--- config.mk ---
export PLATFORM = sky130hd
export DESIGN_NAME = bus_cycle_ctl
export DESIGN_NICKNAME = d
export VERILOG_FILES = /design/src/rtl/bus_cycle_ctl.sv
export SDC_FILE = /design/constraint.sdc
export NUM_CORES = 1
export LEC_CHECK = 0
export BUFFER_PORTS_ARGS = -buffer_cell sky130_fd_sc_hd__buf_2
export CELL_PAD_IN_SITES_DETAIL_PLACEMENT = 1
export CELL_PAD_IN_SITES_GLOBAL_PLACEMENT = 1
export CORE_MARGIN = 5
export CORE_UTILIZATION = 24
export DETAILED_ROUTE_END_ITERATION = 8
export HOLD_SLACK_MARGIN = 0.15
export PLACE_DENSITY = 0.65
export SYNTH_ARGS = -nofsm -noshare
export SYNTH_HDL_FRONTEND = slang
export SYNTH_SLANG_ARGS = --single-unit
--- constraint.sdc ---
create_clock -name clk -period 2.51 [get_ports clk]
set_input_delay 0.753 -clock clk [delete_from_list [all_inputs] [get_ports clk]]
set_output_delay 0.753 -clock clk [all_outputs]
set_load 0.01 [all_outputs]
--- src/rtl/bus_cycle_ctl.sv ---
module bus_cycle_ctl #(
  parameter int AW = 20,
  parameter int DW = 16
) (
  input  logic          clk,
  input  logic          rst,
  input  logic          req_valid,
  input  logic          req_write,
  input  logic          req_word,
  input  logic          req_mem,
  input  logic [AW-1:0] req_addr,
  input  logic [DW-1:0] req_wdata,
  output logic [DW-1:0] rd_data,
  output logic          done,
  output logic [DW-1:0] ad_out,
  output logic          ad_oe,
  input  logic [DW-1:0] ad_in,
  output logic [AW-DW-1:0] a_hi,
  output logic          ale,
  output logic          rd_n,
  output logic          wr_n,
  output logic          m_io,
  output logic          dt_r,
  output logic          den_n,
  output logic          bhe_n,
  output logic          bus_oe,
  input  logic          ready,
  input  logic          hold,
  output logic          hlda
);
  localparam int BW = DW / 2;

  typedef enum logic [2:0] {S_IDLE, S_T1, S_T2, S_T3, S_TW, S_T4, S_HELD} st_t;

  st_t           st;
  logic [AW-1:0] cur_addr;
  logic          cur_write, cur_word, cur_mem;
  logic [DW-1:0] cur_wdata;
  logic          second;
  logic [BW-1:0] low_byte;

  logic          split, part_last, part_bhe_n, strobe, active;
  logic [AW-1:0] part_addr;
  logic [BW-1:0] byte_out, lane_in;
  logic [DW-1:0] wr_lanes;

  assign split      = cur_word & cur_addr[0];
  assign part_last  = ~split | second;
  assign part_addr  = second ? cur_addr + AW'(1) : cur_addr;
  assign part_bhe_n = cur_word ? (split & second) : ~cur_addr[0];
  assign byte_out   = (split & second) ? cur_wdata[DW-1:BW] : cur_wdata[BW-1:0];
  assign wr_lanes   = (cur_word & ~split) ? cur_wdata : {byte_out, byte_out};
  assign lane_in    = part_addr[0] ? ad_in[DW-1:BW] : ad_in[BW-1:0];

  assign strobe = (st == S_T2) || (st == S_T3) || (st == S_TW);
  assign active = strobe || (st == S_T1) || (st == S_T4);

  assign ale    = (st == S_T1);
  assign rd_n   = ~(strobe & ~cur_write);
  assign wr_n   = ~(strobe & cur_write);
  assign den_n  = ~strobe;
  assign ad_oe  = (st == S_T1) || (cur_write && (strobe || st == S_T4));
  assign ad_out = (st == S_T1) ? part_addr[DW-1:0] : wr_lanes;
  assign a_hi   = (st == S_T1) ? part_addr[AW-1:DW] : '0;
  assign m_io   = cur_mem;
  assign dt_r   = cur_write;
  assign bhe_n  = active ? part_bhe_n : 1'b1;
  assign hlda   = (st == S_HELD);
  assign bus_oe = ~hlda;
  assign done   = (st == S_T4) && part_last;

  always_ff @(posedge clk) begin
    if (rst) begin
      st        <= S_IDLE;
      cur_addr  <= '0;
      cur_write <= 1'b0;
      cur_word  <= 1'b0;
      cur_mem   <= 1'b0;
      cur_wdata <= '0;
      second    <= 1'b0;
      low_byte  <= '0;
      rd_data   <= '0;
    end else begin
      case (st)
        S_IDLE: begin
          if (hold) st <= S_HELD;
          else if (second) st <= S_T1;
          else if (req_valid) begin
            cur_addr  <= req_addr;
            cur_write <= req_write;
            cur_word  <= req_word;
            cur_mem   <= req_mem;
            cur_wdata <= req_wdata;
            st        <= S_T1;
          end
        end
        S_T1: st <= S_T2;
        S_T2: st <= S_T3;
        S_T3, S_TW: begin
          if (ready) begin
            st <= S_T4;
            if (!cur_write) begin
              if (cur_word && !split) rd_data <= ad_in;
              else if (split && !second) low_byte <= lane_in;
              else if (split) rd_data <= {lane_in, low_byte};
              else rd_data <= {{BW{1'b0}}, lane_in};
            end
          end else begin
            st <= S_TW;
          end
        end
        S_T4: begin
          second <= ~part_last;
          if (hold) st <= S_HELD;
          else if (!part_last) st <= S_T1;
          else st <= S_IDLE;
        end
        S_HELD: if (!hold) st <= S_IDLE;
        default: st <= S_IDLE;
      endcase
    end
  end

  a_r3_no_dual_strobe: assert property (@(posedge clk) disable iff (rst)
    !(!rd_n && !wr_n));
  a_r3_den_with_strobe: assert property (@(posedge clk) disable iff (rst)
    (!rd_n || !wr_n) |-> !den_n);
  a_r2_ale_one_cycle: assert property (@(posedge clk) disable iff (rst)
    ale |=> !ale);
  a_r2_ale_quiet_strobes: assert property (@(posedge clk) disable iff (rst)
    ale |-> (rd_n && wr_n && ad_oe));
  a_r2_dir_read: assert property (@(posedge clk) disable iff (rst)
    !rd_n |-> !dt_r);
  a_r2_dir_write: assert property (@(posedge clk) disable iff (rst)
    !wr_n |-> dt_r);
  a_r5_rd_stretch: assert property (@(posedge clk) disable iff (rst)
    (!rd_n && !ready) |=> !rd_n);
  a_r5_wr_stretch: assert property (@(posedge clk) disable iff (rst)
    (!wr_n && !ready) |=> !wr_n);
  a_r8_done_single: assert property (@(posedge clk) disable iff (rst)
    done |=> !done);
  a_r8_done_after_strobe: assert property (@(posedge clk) disable iff (rst)
    done |-> (rd_n && wr_n && !ale));
  a_r9_held_quiet: assert property (@(posedge clk) disable iff (rst)
    hlda |-> (rd_n && wr_n && !ale && !bus_oe));
  a_r10_release: assert property (@(posedge clk) disable iff (rst)
    !hold |=> !hlda);
  a_r7_second_half_even: assert property (@(posedge clk) disable iff (rst)
    (ale && second) |-> (!ad_out[0] && bhe_n));
endmodule

==> flow_metrics.py <==
metrics = {
    "outcome": {
        "status": "complete, but fails checks",
        "violations": "negative setup slack",
    },
    "layout": {
        "fin_area_sq_um": 5830,
        "finalNetCount": 714,
        "layout_commonest_cell": "nand2_1",
        "fin_cells": 874,
        "drive_gt1_share_pct": 39.1,
        "n_antenna_cell": 0,
        "final_core_util_pct": 36.5,
        "synthToLayoutAreaGrowth_pct": 47.8,
        "layout_common_cells": "nand2_1, buf_2, a21oi_1, dfxtp_1, buf_4",
    },
    "critical_path": {
        "reg2reg_depth": 6,
        "timing_worst_setup_path_type": "flop to output port",
        "crit_path_end_kind": "output port",
        "cp.arrival_ps": 1950,
        "crit_required_ps": 1760,
        "r2r_start": "st[0]$_SDFFE_PP0P_",
        "startpoint": "cur_addr[6]$_SDFFE_PP0P_",
        "worstPathMaxFanout": 4,
        "startpoint_type": "flop",
    },
    "global_route": {
        "grt_use_total_pct": 15.1,
        "grt_pass1_vias": 4558,
        "grt-ovfl-total": 0,
        "antenna_found_initial": 0,
        "grt_max_degree": 40,
        "grt_pass1_wl_um": 23600,
    },
    "sta": {
        "rsz0062_at_grt": "yes",
        "skew_ps": 6.73,
        "slew_violations": 0,
        "finalSetupViolCount": 15,
        "setup_ws_ps": -194,
        "period_needed_ps": 2700,
        "tightest_slew_ps": 819,
        "fmax_mhz": 370,
        "post-route-period-util_pct": 108,
        "finalHoldViolations": 0,
        "worst_slew_margin_rel_pct": 45.4,
    },
    "floorplanning": {
        "dieHeight_um": 138,
        "start_util_pct": 24.7,
        "io_pins": 107,
        "die_area_sq_um": 19100,
        "num_rows": 46,
        "coreArea_sq_um": 16000,
        "die_w_um": 138,
    },
    "clocking": {
        "root_buffer": "clkbuf_16",
        "cts_buffers": 9,
        "clk_path_buf_depth": 2,
        "clock-sinks": 67,
        "cts_tree": "yes",
        "h-tree-depth": 3,
        "clk_latency_ps": 340,
        "clk_pin_slew_ps": 60,
    },
    "place": {
        "hpwl_um": 10500,
        "portBuffers": 106,
        "dp_cells": 823,
        "finalWeightedCongestion": 0.846,
        "placed_cell_area_sq_um": 4790,
    },
    "routing": {
        "drc_errors": 0,
        "met3_wirelength_um": 544,
        "ant_nets": 0,
        "wl_um": 15400,
        "first_iter_violations": 133,
        "top_layer": "met4",
        "met1_length_um": 6540,
        "wire_per_inst_um": 17.7,
        "post_drt_via_cell_ratio": 4.85,
        "drtPass1Iterations": 4,
        "wl_met2_um": 8060,
        "dr_total_vias": 4241,
    },
    "pwr": {
        "ir_drop_mv": 0.344,
        "power_density_nw_per_um2": 611,
        "power_leakage_uw": 0.00244,
    },
    "min_path": {
        "min-delay-path-class": "flop to flop",
        "worstHoldPathCells": 2,
        "hp-start": "m_io$_SDFFE_PP0P_",
    },
    "synth": {
        "synth_fp_nets": 573,
        "ys_warn_count": 0,
        "yosysSeqAreaShare_pct": 34.0,
        "async_reset_ff_share_pct": 0,
        "ys_types": 52,
        "synth_area_sq_um": 3950,
        "synth_area_per_cell_sq_um": 7.71,
        "netlist_instances": 512,
        "synth_edf_count": 0,
        "yosys_register_bits": 67,
        "synth_ff_type": "dfxtp_1",
    },
    "run": {
        "maxCapViolCount": 0,
    },
}
==> sequential cells by signal, indices dropped and copies added, names as in the netlist <==
signal	cells
dt_r	1
low_byte	8
second	1
st	3
rd_data	16
cur_word	1
cur_addr	20
cur_wdata	16
m_io	1
==> cells in the mapped netlist (6+ instances only) <==
library cell / n / area, sq um
a211o_1: 9 / 78.8
a211oi_1: 10 / 75.1
a21oi_1: 69 / 345
a311oi_1: 8 / 70.1
buf_2: 11 / 55.1
clkbuf_1: 18 / 67.6
dfxtp_1: 67 / 1340
inv_1: 8 / 30.0
mux2_2: 12 / 135
mux2i_1: 42 / 420
nand2_1: 114 / 428
nand2b_1: 6 / 37.5
nand3_1: 14 / 70.1
nand4_1: 6 / 37.5
nor2_1: 36 / 135
nor4_1: 6 / 37.5
o21ai_0: 9 / 45.0
xnor2_1: 7 / 61.3
==> critical path, stage by stage (launching register included) <==
cell and delay (ps):
dfxtp_2 340, nand4_1 180, buf_4 230, nor4_4 260
xnor2_1 150, mux2i_1 250, buf_2 190
==> what timing repair did <==
action,CTS,global route
buffers inserted,19,12
gates cloned,2,2
pin swaps,19,14
endpoints found under the setup margin,23,20
hold buffers,0,0
gates resized for setup,68,43
==> worst paths after layout <==
| path | endpoint | slack, ps |
|---|---|---|
| worst max-delay path | ad_out[11] | -190 |
| worst min-delay path | m_io$_SDFFE_PP0P_ | 460 |
| worst max register to register | cur_addr[18]$_SDFFE_PP0P_ | 300 |
| worst min register to register | m_io$_SDFFE_PP0P_ | 460 |
==> power by group <==
group	leakage, uW	switching, uW	internal, uW
combinational	0.00175	574	477
clock	0.000139	499	795
sequential	0.000551	72.8	1150
==> routing by layer <==
| layer | vias to the layer above | GRT usage (%) |
|---|---|---|
| met1 | 2045 | 17.2 |
| met3 | 18 | 3.72 |
| li1 | 2091 | - |
| met4 | 0 | 4.84 |
| met2 | 87 | 27.7 |
| met5 | - | 0 |
==> per-stage QoR <==
stage	hold WS, ps	total power (uW)	setup TNS (ps)	setup slack (ps)
floorplan	444	1760	0	154
global placement	444	2060	0	125
detailed placement	449	2080	0	78.0
CTS	457	3520	-819	-130
global route	475	3740	-2690	-267
finish	457	3560	-1210	-194
==> area by class of cell <==
cell class | instances | area (sq um)
tap | 216 | 270
sequential | 67 | 1370
timing repair inverter | 1 | 3.75
fill | 1986 | 10200
inverter | 10 | 42.5
clock inverter | 4 | 50.0
timing repair buffer | 167 | 1160
multi-input combinational | 397 | 2690
clock buffer | 12 | 246
==> kinds of logic (layout without fill, tap and decap cells) <==
kind of cell,after synthesis,after routing,share of synthesized area [%]
adder cells (fa/ha/maj),1,1,0.317
AND/OR/NAND/NOR,201,201,22.6
XOR/XNOR,12,12,2.85
multiplexers,54,54,14.1
AO/OA/AOI/OAI,129,129,20.6
buffers and inverters,48,194,5.58
flip-flops,67,67,34.0
Note: power is estimated with default switching activity, not from simulation.
